<file path="src/rtl/mac_pkg.sv">
package mac_pkg;
    typedef enum logic [1:0] {
        ST_IDLE  = 2'd0,
        ST_COEF  = 2'd1,
        ST_SAMP  = 2'd2,
        ST_ACCUM = 2'd3
    } tap_state_e;
endpackage

</file>
<file path="src/rtl/mac_ptr_step.sv">
module mac_ptr_step #(
    parameter int AW   = 16,
    parameter bit CIRC = 1'b1
) (
    input  logic [AW-1:0] cur,
    input  logic [AW-1:0] base,
    input  logic [AW-1:0] limit,
    output logic [AW-1:0] nxt
);
    localparam logic [AW-1:0] STEP = AW'(2);

    logic [AW-1:0] inc;
    assign inc = cur + STEP;

    generate
        if (CIRC) begin : g_ring
            // wrap back to the base once the advanced pointer passes the limit
            assign nxt = (inc > limit) ? base : inc;
        end else begin : g_lin
            logic unused_ring;
            assign unused_ring = ^{base, limit};
            assign nxt = inc;
        end
    endgenerate
endmodule

</file>
<file path="src/rtl/mac_acc_add.sv">
module mac_acc_add #(
    parameter int DW = 16
) (
    input  logic [2*DW-1:0] acc,
    input  logic [DW-1:0]   op_a,
    input  logic [DW-1:0]   op_b,
    output logic [2*DW-1:0] sum,
    output logic            pos_ovf,
    output logic            neg_ovf
);
    localparam int RW = 2 * DW;

    logic signed [RW-1:0] prod;
    assign prod = $signed(op_a) * $signed(op_b);
    assign sum  = acc + prod;

    // overflow only when both addends share a sign that the sum lacks
    assign pos_ovf = ~acc[RW-1] & ~prod[RW-1] &  sum[RW-1];
    assign neg_ovf =  acc[RW-1] &  prod[RW-1] & ~sum[RW-1];
endmodule

</file>
<file path="src/rtl/mac_tap_engine.sv">
module mac_tap_engine
    import mac_pkg::*;
#(
    parameter int AW = 16,
    parameter int DW = 16
) (
    input  logic                  clk,
    input  logic                  rst_n,
    input  logic                  cmd_start,
    input  logic                  cmd_acc,
    input  logic                  cmd_shift,
    input  logic [$clog2(2*DW)-1:0] shift_amt,
    input  logic                  flag_clr,
    input  logic                  ld_ptrs,
    input  logic [AW-1:0]         ld_base,
    input  logic [AW-1:0]         ld_limit,
    input  logic [AW-1:0]         ld_coef,
    input  logic [AW-1:0]         ld_samp,
    output logic                  mem_req,
    output logic [AW-1:0]         mem_addr,
    input  logic [DW-1:0]         mem_rdata,
    input  logic                  mem_ready,
    output logic                  busy,
    output logic                  done,
    output logic [2*DW-1:0]       acc_out,
    output logic                  ovf_pos,
    output logic                  ovf_neg,
    output logic [AW-1:0]         coef_ptr,
    output logic [AW-1:0]         samp_ptr
);
    localparam int RW = 2 * DW;

    tap_state_e state, state_nxt;

    logic [RW-1:0] acc_q;
    logic          ovf_p_q, ovf_n_q, done_q;
    logic [AW-1:0] base_q, limit_q, b_q, x_q;
    logic [DW-1:0] coef_q, samp_q;

    logic [AW-1:0] b_nxt, x_nxt;
    logic [RW-1:0] sum, shifted;
    logic          add_pos, add_neg;
    logic          go_start, go_acc, go_shift, go_load;

    mac_ptr_step #(.AW(AW), .CIRC(1'b1)) u_coef_step (
        .cur(b_q), .base(base_q), .limit(limit_q), .nxt(b_nxt)
    );

    mac_ptr_step #(.AW(AW), .CIRC(1'b0)) u_samp_step (
        .cur(x_q), .base(base_q), .limit(limit_q), .nxt(x_nxt)
    );

    mac_acc_add #(.DW(DW)) u_add (
        .acc(acc_q), .op_a(coef_q), .op_b(samp_q),
        .sum(sum), .pos_ovf(add_pos), .neg_ovf(add_neg)
    );

    assign shifted  = $signed(acc_q) >>> shift_amt;

    // IDLE command priority: start, acc, shift, pointer load
    assign go_start = cmd_start;
    assign go_acc   = cmd_acc & ~cmd_start;
    assign go_shift = cmd_shift & ~cmd_start & ~cmd_acc;
    assign go_load  = ld_ptrs & ~cmd_shift & ~cmd_start & ~cmd_acc;

    // state register
    always_ff @(posedge clk or negedge rst_n) begin
        if (!rst_n) state <= ST_IDLE;
        else        state <= state_nxt;
    end

    // transitions
    always_comb begin
        state_nxt = state;
        unique case (state)
            ST_IDLE:  if (go_start || go_acc) state_nxt = ST_COEF;
            ST_COEF:  if (mem_ready)          state_nxt = ST_SAMP;
            ST_SAMP:  if (mem_ready)          state_nxt = ST_ACCUM;
            ST_ACCUM:                         state_nxt = ST_IDLE;
        endcase
    end

    // outputs
    always_comb begin
        mem_req  = 1'b0;
        mem_addr = b_q;
        busy     = 1'b1;
        unique case (state)
            ST_IDLE:  busy = 1'b0;
            ST_COEF:  begin mem_req = 1'b1; mem_addr = b_q; end
            ST_SAMP:  begin mem_req = 1'b1; mem_addr = x_q; end
            ST_ACCUM: mem_addr = x_q;
        endcase
    end

    // datapath
    always_ff @(posedge clk or negedge rst_n) begin
        if (!rst_n) begin
            acc_q   <= '0;
            ovf_p_q <= 1'b0;
            ovf_n_q <= 1'b0;
            done_q  <= 1'b0;
            base_q  <= '0;
            limit_q <= '0;
            b_q     <= '0;
            x_q     <= '0;
            coef_q  <= '0;
            samp_q  <= '0;
        end else begin
            done_q <= 1'b0;
            unique case (state)
                ST_IDLE: begin
                    if (go_start) begin
                        acc_q <= '0;
                    end else if (go_shift) begin
                        acc_q <= shifted;
                    end else if (go_load) begin
                        base_q  <= ld_base;
                        limit_q <= ld_limit;
                        b_q     <= ld_coef;
                        x_q     <= ld_samp;
                    end
                end
                ST_COEF: if (mem_ready) begin
                    coef_q <= mem_rdata;
                    b_q    <= b_nxt;
                end
                ST_SAMP: if (mem_ready) begin
                    samp_q <= mem_rdata;
                    x_q    <= x_nxt;
                end
                ST_ACCUM: begin
                    acc_q  <= sum;
                    done_q <= 1'b1;
                    if (add_pos && !ovf_n_q) ovf_p_q <= 1'b1;
                    if (add_neg && !ovf_p_q) ovf_n_q <= 1'b1;
                end
            endcase
            if (flag_clr) begin
                ovf_p_q <= 1'b0;
                ovf_n_q <= 1'b0;
            end
        end
    end

    assign done     = done_q;
    assign acc_out  = acc_q;
    assign ovf_pos  = ovf_p_q;
    assign ovf_neg  = ovf_n_q;
    assign coef_ptr = b_q;
    assign samp_ptr = x_q;
endmodule

</file>
<file path="config.mk">
export PLATFORM = sky130hd
export DESIGN_NAME = mac_tap_engine
export DESIGN_NICKNAME = d
export VERILOG_FILES = /design/src/rtl/mac_pkg.sv /design/src/rtl/mac_ptr_step.sv /design/src/rtl/mac_acc_add.sv /design/src/rtl/mac_tap_engine.sv
export SDC_FILE = /design/constraint.sdc
export NUM_CORES = 1
export LEC_CHECK = 0
export ABC_AREA = 1
export BUFFER_PORTS_ARGS = -buffer_cell sky130_fd_sc_hd__buf_2
export CAP_MARGIN = 20
export CORE_MARGIN = 2
export CORE_UTILIZATION = 31
export CTS_CLUSTER_DIAMETER = 60
export CTS_CLUSTER_SIZE = 30
export DETAILED_ROUTE_END_ITERATION = 10
export GPL_TIMING_DRIVEN = 0
export PLACE_DENSITY = 0.52
export SYNTH_ARGS = -nofsm -noshare
export SYNTH_HDL_FRONTEND = slang
export SYNTH_SLANG_ARGS = --single-unit
</file>
<file path="constraint.sdc">
create_clock -name clk -period 7.2 [get_ports clk]
set_input_delay 0.36 -clock clk [delete_from_list [all_inputs] [get_ports clk]]
set_output_delay 0.36 -clock clk [all_outputs]
set_load 0.05 [all_outputs]
</file>
==> summary.md, run 1 <==
| Metric | Value |
|---|---|
| Status | `finished clean` |
| Site Rows | `96` |
| Avg Cell Area, Syn | `6.79 um^2` |
| Post-synthesis xor/xnor area fraction | `1.90%` |
| Via count | `20756` |
| Ys Warns | `0` |
| Syn nets | `3677` |
| CTS sink count | `133` |
| Post-synthesis compound-gate area fraction | `8.26%` |
| Vias per cell | `4.78` |
| DR pass1 iterations | `5` |
| Fin. Hold Viols | `0` |
| Setup TNS | `0 ns` |
| Number of global-route vias before repair | `20272` |
| Final period utilization | `96.9%` |
| Initial antenna violation count | `10` |
| First-pass GRT wire length | `117 mm` |
| EDFF count, synth | `0` |
| CTS tree | `done` |
| DRC viols | `0` |
| Total GRT Usage | `21.3%` |
| Post-synthesis async set-or-reset flop share | `100%` |
| Most used cell, CP | `nand3_1` |
| Hold crit path type | `primary input to flip-flop` |
| Synth area leader | `fa_1` |
| Synthesis-to-layout area growth | `18.8%` |
| Initial Utilization | `31.4%` |
| Final setup vio count | `0` |
| Ranking of synthesized cells by area | `fa_1, nand2_1, dfrtp_1` |
| CTS Buf Count | `17` |
| Max Cap Viol | `0` |
| Max-slew violation count | `0` |
| Post-synthesis adder-cell area fraction | `32.4%` |
| DIE AREA | `71900 um^2` |
| Port bufs | `175` |
| Synth Flop Type | `dfrtp_1` |
| Fin worst setup slack | `0.221 ns` |
| Main combinational cell family by area after synthesis | `adder cells` |
| Placer Congestion | `0.933` |
| Die width | `268 um` |
| Clock skew | `0.0203 ns` |
| Max Root-Sink Buffers | `2` |
| Max FO, Critical Path | `7` |
| ANT nets after route | `0` |
| Yosys cell types | `42` |
| Drt initial violations | `1557` |
| Clk Latency, worst-skew pair | `0.49 ns` |
| Sequential element share of the synthesized area | `15.4%` |
| Post-layout min period | `6.98 ns` |
| Syn Inst Count | `3182` |
| GRT overflow | `0` |
| Seq cells post-synth | `133` |
| Setup Slack @ Placement | `-0.963 ns` |
| Synth Area in Simple Gates | `27.4%` |
| Critical path's slowest cell | `fa_2` |
| Final nets | `3895` |
| Hold path cells | `2` |
| Critical Path AT | `7.35 ns` |
| Clock root cell | `clkbuf_16` |
| Synth top area share | `24.4%` |
| WS Path Type | `flip-flop to flip-flop` |
| Ports | `178` |
| Max Fclk | `143 MHz` |
| Startpoint types | `flip-flop` |
| Die H | `268 um` |
| Crit. End Element | `flip-flop` |
| Placeable Area | `68800 um^2` |
| Synth top cells by count | `nand2_1, inv_1, fa_1` |
| Mapped cell area | `21600 um^2` |
| Mean routed wirelength per cell | `17.3 um` |
| Layout cell share with drive strength beyond 1 | `15.4%` |
| Mux contribution to synthesized area | `0.156%` |
| Final wirelength | `75.2 mm` |
| Worst Tran Pin Value | `0.824 ns` |
| Clock-pin slew on the worst setup and hold paths | `0.07 ns` |
| Post-DP HPWL | `62.5 mm` |
| RSZ-0062 raised after global routing | `yes` |
| CTS HTree Levels | `4` |
| Reg2reg path depth | `30` |
| Max incr delay on CP | `0.61 ns` |
| Largest net degree at the start of global routing | `83` |
| Crit path required time | `7.57 ns` |
| Most frequent cell after synthesis | `nand2_1` |
| Slew HR | `45.1%` |
per-stage QoR:
stage	instances	hold slack [ns]	utilization, %	instance area, um^2
3_5_place_dp	4289	0.345	34.4	23700
6_report	4345	0.0670	37.3	25700
3_3_place_gp	4288	0.470	34.4	23700
5_1_grt	4344	0.0512	37.3	25700
4_1_cts	4304	0.0401	35.8	24600
2_1_floorplan	3182	0.0644	-	21600
per-layer routing:
metal	share of wire, %	GRT usage, %	up-vias
met5	0.12	0	-
met1	46	30.0	10009
met3	6.7	4.58	78
met4	1.4	4.15	16
li1	-	-	10061
met2	46	33.6	592
path summary, 6_finish.rpt:
path | start | end | slack [ns]
min reg2reg | samp_q[15] | samp_q[15] | 0.51
max reg2reg | coef_q[15] | acc_out[24] | 0.22
max | coef_q[15] | acc_out[24] | 0.22
max in group asynchronous | rst_n | samp_q[1] | 5.92
min | flag_clr | ovf_pos | 0.07
min in group asynchronous | rst_n | limit_q[4] | 0.37
kinds of logic (layout without fill, tap and decap cells):
| family | Yosys count | after routing |
|---|---|---|
| and+or+nand+nor | 1450 | 1450 |
| buffers and inverters | 811 | 1042 |
| adders and majority gates | 402 | 402 |
| AOI/OAI and AO/OA | 336 | 336 |
| DFF | 133 | 133 |
| xor gates and xnor gates | 47 | 47 |
| muxes | 3 | 3 |
| other | 0 | 1 |
timing repair:
item | 4_1_cts | 5_1_grt
resized for setup | 114 | 195
gates cloned | 0 | 0
endpoints found under the setup margin | 22 | 21
hold buffers | 1 | 0
endpoints found under the hold margin | 51 | 0
pin swaps | 5 | 57
setup buffers | 12 | 40
registers in the layout, summed over array words and instances (netlist names):
register / count
acc_out: 32
base_q: 16
coef_ptr: 16
coef_q: 16
limit_q: 16
samp_ptr: 16
samp_q: 16
state: 2
done: 1
ovf_neg: 1
ovf_pos: 1
critical path, delay by kind of cell (launching register included):
kind                       cells  cell delay (ns)
DFF                            1             0.45
and+or+nand+nor               13             1.67
adders and majority gates      8             3.85
xor gates and xnor gates       1             0.08
AOI/OAI and AO/OA              1             0.07
buffers and inverters          7             0.74
layout by cell type (no fill, tap or decap), types with 10 or more instances in the layout:
cell       count
ha_4          22
fa_1         257
buf_4         61
o21ai_1       10
nand3_2       10
xnor2_1       16
nand3_1      228
nor2_4        15
clkbuf_1      27
nand4_1       22
inv_2         12
a21oi_1      155
xor2_1        28
clkbuf_16     17
nand2_2       26
nor2_2        11
a21oi_2       17
nor3_1        15
nand2_1      902
ha_1         114
clkbuf_4      15
o21ai_0      110
buf_2        198
dfrtp_1      104
nor2_1       184
inv_1        669
dfrtp_2       29
final cells by class:
type | count | area [um^2]
Buffer | 96 | 593
Fill cell | 7466 | 43100
Timing Repair Buffer | 229 | 1350
Antenna cell | 1 | 2.50
Sequential cell | 133 | 3360
Clock inverter | 14 | 206
Multi-Input combinational cell | 2238 | 16000
Tap cell | 931 | 1160
Clock buffer | 18 | 439
Inverter | 685 | 2580
Power of run 1 is not shown: default switching activity piles up to over one toggle a cycle in this logic, so the estimate is an artifact.
==> run 2: changes to the inputs <==
ABC_AREA = not set   (was 1)
==> run 2 against run 1 <==
The flow now finishes with violations (negative setup slack). Sequential cell count unchanged. Register-to-register slack worse by 0.48 ns. Wire length down 13%. First-iteration DRC count down 29%. Count of clock-buffer cells in the layout down 1. Cell count down 23%. Sequential share of layout area up 0.67 points. Highest routed layer unchanged.
==> summary.md, run 2 <==
| Metric | Value |
|---|---|
| Critical path's slowest cell | `fa_1` |
| Post-DP HPWL | `51.4 mm (-18%)` |
| Max FO, Critical Path | `9 (+2)` |
| Failing checks | `negative setup slack` |
| Sequential element share of the synthesized area | `16.6% (+1.2 points)` |
| Initial Utilization | `31.3% (-0.15 points)` |
| Most used cell, CP | `fa_1` |
| Clock root cell | `clkbuf_16` |
| Final setup vio count | `9 (+9)` |
| Yosys cell types | `85 (+100%)` |
| Drt initial violations | `1099 (-29%)` |
| Placer Congestion | `0.891 (-4.5%)` |
| Synth top area share | `26.2% (+1.9 points)` |
| Worst Tran Pin Value | `1.20 ns (+0.378 ns)` |
| DRC viols | `0 (unchanged)` |
| Initial antenna violation count | `9 (-1)` |
| Max Fclk | `134 MHz (-6.5%)` |
| RSZ-0062 raised after global routing | `yes` |
| Synth area leader | `fa_1` |
| Max reg flops | `32 (unchanged)` |
| Crit path required time | `7.57 ns (about the same)` |
| Mean routed wirelength per cell | `19.5 um (+13%)` |
| Setup Slack @ Placement | `-1.32 ns (-0.354 ns)` |
| Status | `complete, but fails checks` |
| Ranking of synthesized cells by area | `fa_1, dfrtp_1, ha_1` |
| Hold crit path type | `primary input to flip-flop` |
| R2r setup slk | `-0.26 ns (-0.48 ns)` |
| Placeable Area | `64200 um^2 (-6.7%)` |
| GRT overflow | `0 (unchanged)` |
| Final wirelength | `65.5 mm (-13%)` |
| Site Rows | `93 (-3.1%)` |
| Startpoint types | `flip-flop` |
| DP Cell Count | `3228 (-25%)` |
| WS Path Type | `flip-flop to flip-flop` |
| Syn Inst Count | `2198 (-31%)` |
| Critical Path AT | `7.83 ns (+0.48 ns)` |
| Max Root-Sink Buffers | `2 (unchanged)` |
| Max incr delay on CP | `0.57 ns (-0.04 ns)` |
| Post-synthesis async set-or-reset flop share | `100% (unchanged)` |
| CTS Buf Count | `17 (unchanged)` |
| Largest net degree at the start of global routing | `92 (+11%)` |
| Avg Cell Area, Syn | `9.14 um^2 (+34%)` |
| Synthesis-to-layout area growth | `21.8%` |
| Die H | `259 um (-3.6%)` |
| Placed Area | `22100 um^2 (-6.8%)` |
| Post-layout min period | `7.46 ns (+0.482 ns)` |
| Clock-pin slew on the worst setup and hold paths | `0.07 ns (about the same)` |
| Syn nets | `2693 (-27%)` |
| Reg2reg path depth | `31 (+3.3%)` |
| CTS HTree Levels | `4 (unchanged)` |
| Fin worst setup slack | `-0.261 ns (-0.482 ns)` |
| Finished Layout Cells | `3355 (-23%)` |
| Vias per cell | `5.09 (+6.5%)` |
| Total GRT Usage | `19.9% (-1.3 points)` |
| Synth top cells by count | `inv_1, fa_1, nand2_1` |
| Most frequent cells in the layout | `inv_1, fa_1, nand2_1` |
| DIE AREA | `66800 um^2 (-7.0%)` |
| Synth Flop Type | `dfrtp_1` |
| Crit. End Element | `flip-flop` |
| Most frequent cell after synthesis | `inv_1` |
| Layout cell share with drive strength beyond 1 | `24.9% (+9.5 points)` |
| Hold Crit Start | `flag_clr` |
| Final period utilization | `104% (+6.7 points)` |
| Fin. Hold Viols | `0 (unchanged)` |
| Ports | `178 (unchanged)` |
| First-pass GRT wire length | `102 mm (-12%)` |
| Mapped cell area | `20100 um^2 (-7.1%)` |
| Clock skew | `0.0128 ns (-0.00748 ns)` |
| Hold endpoint | `ovf_pos` |
| RR Startpoint | `coef_q[5]` |
| Max Cap Viol | `0 (unchanged)` |
| Die width | `259 um (-3.6%)` |
| Seq cells post-synth | `133 (unchanged)` |
| Number of global-route vias before repair | `17829 (-12%)` |
| EDFF count, synth | `0 (unchanged)` |
| ANT nets after route | `0 (unchanged)` |
| Via count | `17075 (-18%)` |
| Design area | `24500 um^2 (-4.8%)` |
| Leading cell type in the layout, fill and taps excluded | `inv_1` |
| Hold path cells | `2 (unchanged)` |
| Reg2reg end | `acc_out[29]` |
| Final nets | `2979 (-24%)` |
| Ys Warns | `0 (unchanged)` |
| CTS tree | `done` |
| Setup TNS | `-1.32 ns (-1.32 ns)` |
| Clk Latency, worst-skew pair | `0.49 ns (about the same)` |
| Slew HR | `19.1% (-26 points)` |
| Port bufs | `174 (-0.57%)` |
| DR pass1 iterations | `5 (unchanged)` |
| CTS sink count | `133 (unchanged)` |
| Max-slew violation count | `0 (unchanged)` |
| Fill count | `6594 (-12%)` |
run 2: cell types whose count changed after synthesis, sizes merged, moves of 33 or more:
| cell | change |
|---|---|
| xnor2 | +33 |
| and2 | +123 |
| inv | -346 |
| nand2 | -717 |
| nand3 | -207 |
| mux2 | +98 |
| a21oi | -68 |
| nor2 | -87 |
| mux2i | +70 |
run 2: critical path: cells and delay by family, from the launching register on:
kind,cells,cell delay [ns]
flops,1,0.43
compound gates,10,1.77
buf+inv,7,0.79
xor+xnor,2,0.31
simple gates,4,0.46
fa+ha+maj,8,3.57
run 2: cell type report:
| class | instances | area, um^2 | area share [%] |
|---|---|---|---|
| well taps | 855 | 1070 | 4.37 |
| inverters | 340 | 1290 | 5.26 |
| diodes | 3 | 7.51 | 0.0307 |
| plain buffers | 91 | 679 | 2.78 |
| repair buffers | 277 | 1760 | 7.19 |
| clock buffers | 17 | 425 | 1.74 |
| flip-flops and latches | 133 | 3370 | 13.8 |
| clock inverters | 15 | 171 | 0.701 |
| multi-input cells | 1624 | 15700 | 64.2 |
run 2: what timing repair did:
action / in CTS / in global routing
setup buffers: 84 / 19
gates cloned: 0 / 0
hold buffers: 1 / 0
setup endpoints to repair: 18 / 18
gates resized for setup: 222 / 70
hold endpoints to repair: 42 / 0
pin swaps: 83 / 49
run 2: cells by family (layout without fill, tap and decap cells):
group           Yosys count  count (layout)  synth area share, %
buf+inv                 441             740                 8.59
other cells               0               3                    0
mux                     187             187                 10.9
flops                   133             133                 16.6
simple gates            609             609                 14.7
fa+ha+maj               402             402                 34.9
compound gates          353             353                 11.1
xor+xnor                 73              73                 3.18
run 2: per-stage QoR:
stage                     util (%)  hold WS [ns]
after global routing          38.1        0.0635
after CTS                     37.5        0.0218
after detailed placement      34.4         0.323
after global placement        34.3         0.481
after floorplan                  -        0.0644
final                         38.1        0.0698
run 2: worst max path at each step:
stage / start / end / slack [ns] / cells past startpoint
CTS: coef_q[3] / acc_out[31] / -0.25 / 28
detailed placement: coef_q[11] / acc_out[28] / -1.32 / 28
finish: coef_q[5] / acc_out[29] / -0.26 / 31
global route: samp_q[4] / acc_out[29] / -0.49 / 32
floorplan: coef_q[15] / ovf_pos / 0.01 / 28
global placement: coef_q[11] / acc_out[28] / -1.35 / 28
run 2: routing by layer:
| metal | global-route usage (%) | up-vias | routed length (um) |
|---|---|---|---|
| met5 | 0 | - | 87 |
| met4 | 5.86 | 14 | 1590 |
| met3 | 4.32 | 112 | 4250 |
| met2 | 34.0 | 544 | 32700 |
| met1 | 25.3 | 8626 | 26900 |
| li1 | - | 7779 | - |
Power of run 2 is left out for the same reason.
==> run 3: changes to the inputs <==
SETUP_SLACK_MARGIN = 0.02   (was not set)
==> run 3 against run 2 <==
The run still ends with negative setup slack left. Sequential share of layout area about the same. Die area unchanged. Non-clock buffer count increased by 1. Critical path depth decreased by 3. Count of clock-buffer cells in the layout unchanged. Design area decreased by 0.33%. Sequential cell count unchanged. Via count decreased by 0.11%.
==> summary.md, run 3 (synthesized netlist as in run 2, its figures left out) <==
| Metric | Value |
|---|---|
| Most frequent cells in the layout | `inv_1, fa_1, nand2_1` |
| DR pass1 iterations | `5 (unchanged)` |
| Hold Crit Start | `flag_clr` |
| Clock skew | `0.0117 ns (-0.00110 ns)` |
| First-pass GRT wire length | `99.9 mm (-2.2%)` |
| Max Root-Sink Buffers | `2 (unchanged)` |
| Max FO, Critical Path | `10 (+1)` |
| WS Path Type | `flip-flop to flip-flop` |
| Number of global-route vias before repair | `17704 (-0.70%)` |
| Slew HR | `4.81% (-14 points)` |
| Synthesis-to-layout area growth | `21.4%` |
| Failing checks | `negative setup slack` |
| Fill count | `6600 (+0.091%)` |
| Clock-pin slew on the worst setup and hold paths | `0.07 ns (about the same)` |
| Post-layout min period | `7.34 ns (-0.120 ns)` |
| Drt initial violations | `1075 (-2.2%)` |
| Max reg flops | `32 (unchanged)` |
| Largest net degree at the start of global routing | `92 (unchanged)` |
| Hold endpoint | `ovf_pos` |
| Clk Latency, worst-skew pair | `0.50 ns (about the same)` |
| Final period utilization | `102% (-1.7 points)` |
| Final setup vio count | `9 (unchanged)` |
| Total GRT Usage | `19.4% (-0.53 points)` |
| Leading cell type in the layout, fill and taps excluded | `inv_1` |
| Port bufs | `174 (unchanged)` |
| Clock root cell | `clkbuf_16` |
| Die width | `259 um (unchanged)` |
| CTS sink count | `133 (unchanged)` |
| Max Fclk | `136 MHz (+1.6%)` |
| DIE AREA | `66800 um^2 (unchanged)` |
| RR Startpoint | `coef_q[8]` |
| Fin worst setup slack | `-0.141 ns (+0.120 ns)` |
| Most used cell, CP | `fa_1` |
| Mean routed wirelength per cell | `19.1 um (-2.3%)` |
| CTS HTree Levels | `4 (unchanged)` |
| Max incr delay on CP | `0.60 ns (+0.03 ns)` |
| Crit path required time | `7.56 ns (about the same)` |
| ANT nets after route | `0 (unchanged)` |
| GRT overflow | `0 (unchanged)` |
| Setup Slack @ Placement | `-1.26 ns (+0.0524 ns)` |
| Status | `complete, but fails checks` |
| Fin. Hold Viols | `0 (unchanged)` |
| DRC viols | `0 (unchanged)` |
| Worst Tran Pin Value | `1.41 ns (+0.211 ns)` |
| Initial Utilization | `31.3% (unchanged)` |
| Hold crit path type | `primary input to flip-flop` |
| Layout cell share with drive strength beyond 1 | `24.5% (-0.41 points)` |
| Startpoint types | `flip-flop` |
| CTS tree | `done` |
| Initial antenna violation count | `7 (-2)` |
| Final nets | `2980 (+0.034%)` |
| Max-slew violation count | `0 (unchanged)` |
| Post-DP HPWL | `51.0 mm (-0.67%)` |
| R2r setup slk | `-0.14 ns (+0.12 ns)` |
| Ports | `178 (unchanged)` |
| Placer Congestion | `0.909 (+2.0%)` |
| Final core utilization | `38.0% (-0.13 points)` |
| Die H | `259 um (unchanged)` |
| RSZ-0062 raised after global routing | `yes` |
| Reg2reg path depth | `28 (-9.7%)` |
| Placeable Area | `64200 um^2 (unchanged)` |
| Critical path's slowest cell | `fa_1` |
| Reg2reg end | `acc_out[31]` |
| Vias per cell | `5.08 (-0.19%)` |
| Crit. End Element | `flip-flop` |
| CTS Buf Count | `17 (unchanged)` |
| Hold path cells | `2 (unchanged)` |
| Critical Path AT | `7.70 ns (-0.13 ns)` |
| Via count | `17057 (-0.11%)` |
| Max Cap Viol | `0 (unchanged)` |
| Site Rows | `93 (unchanged)` |
| Final wirelength | `64.0 mm (-2.2%)` |
[run 3: through the flow]
| step | TNS (ns) | instances | area, um^2 | hold WS (ns) |
|---|---|---|---|---|
| after floorplan | 0 | 2198 | 20100 | 0.0644 |
| after global routing | -4.07 | 3353 | 24400 | 0.0529 |
| final | -0.631 | 3358 | 24400 | 0.0626 |
| after global placement | -16.90 | 3227 | 22100 | 0.483 |
| after detailed placement | -16.54 | 3228 | 22100 | 0.326 |
| after CTS | -1.01 | 3331 | 24000 | 0.0282 |
[run 3: how the worst max path moves through the flow]
stage,start,end,slack [ns],cells past startpoint
5_1_grt,samp_q[4],acc_out[29],-0.41,30
3_3_place_gp,coef_q[10],acc_out[28],-1.29,28
4_1_cts,coef_q[14],acc_out[28],-0.21,27
3_5_place_dp,coef_q[10],acc_out[28],-1.26,28
2_1_floorplan,samp_q[4],ovf_pos,0.02,29
6_report,coef_q[8],acc_out[31],-0.14,28
[run 3: timing repair]
item,4_1_cts,5_1_grt
endpoints found under the setup margin,18,16
buffers inserted,77,22
pin swaps,52,40
gates resized for setup,193,68
endpoints found under the hold margin,42,0
hold buffers,1,0
[run 3: per-layer routing]
layer	global-route usage [%]	vias to the layer above	wire [um]
li1	-	7812	-
met1	24.7	8658	26900
met2	33.3	485	31900
met3	3.90	96	3710
met4	5.75	6	1470
met5	0	-	44
[run 3: layout make-up]
cell class | instances | area (um^2) | area share [%]
antenna | 5 | 12.5 | 0.0513
buffer | 94 | 708 | 2.91
clock buffer | 17 | 425 | 1.75
clock inverter | 15 | 179 | 0.734
inverter | 340 | 1280 | 5.27
multi-input combinational | 1624 | 15600 | 63.8
sequential | 133 | 3370 | 13.8
tap | 855 | 1070 | 4.39
timing repair buffer | 275 | 1770 | 7.27
[run 3: critical path, delay by kind of cell (launching register included)]
kind,cells,cell delay [ns]
AND/OR/NAND/NOR,6,1.23
buffers and inverters,4,0.36
adder cells (fa/ha/maj),8,3.66
XOR/XNOR,1,0.15
AO/OA/AOI/OAI,9,1.37
flip-flops,1,0.43
Power of run 3 is left out for the same reason.
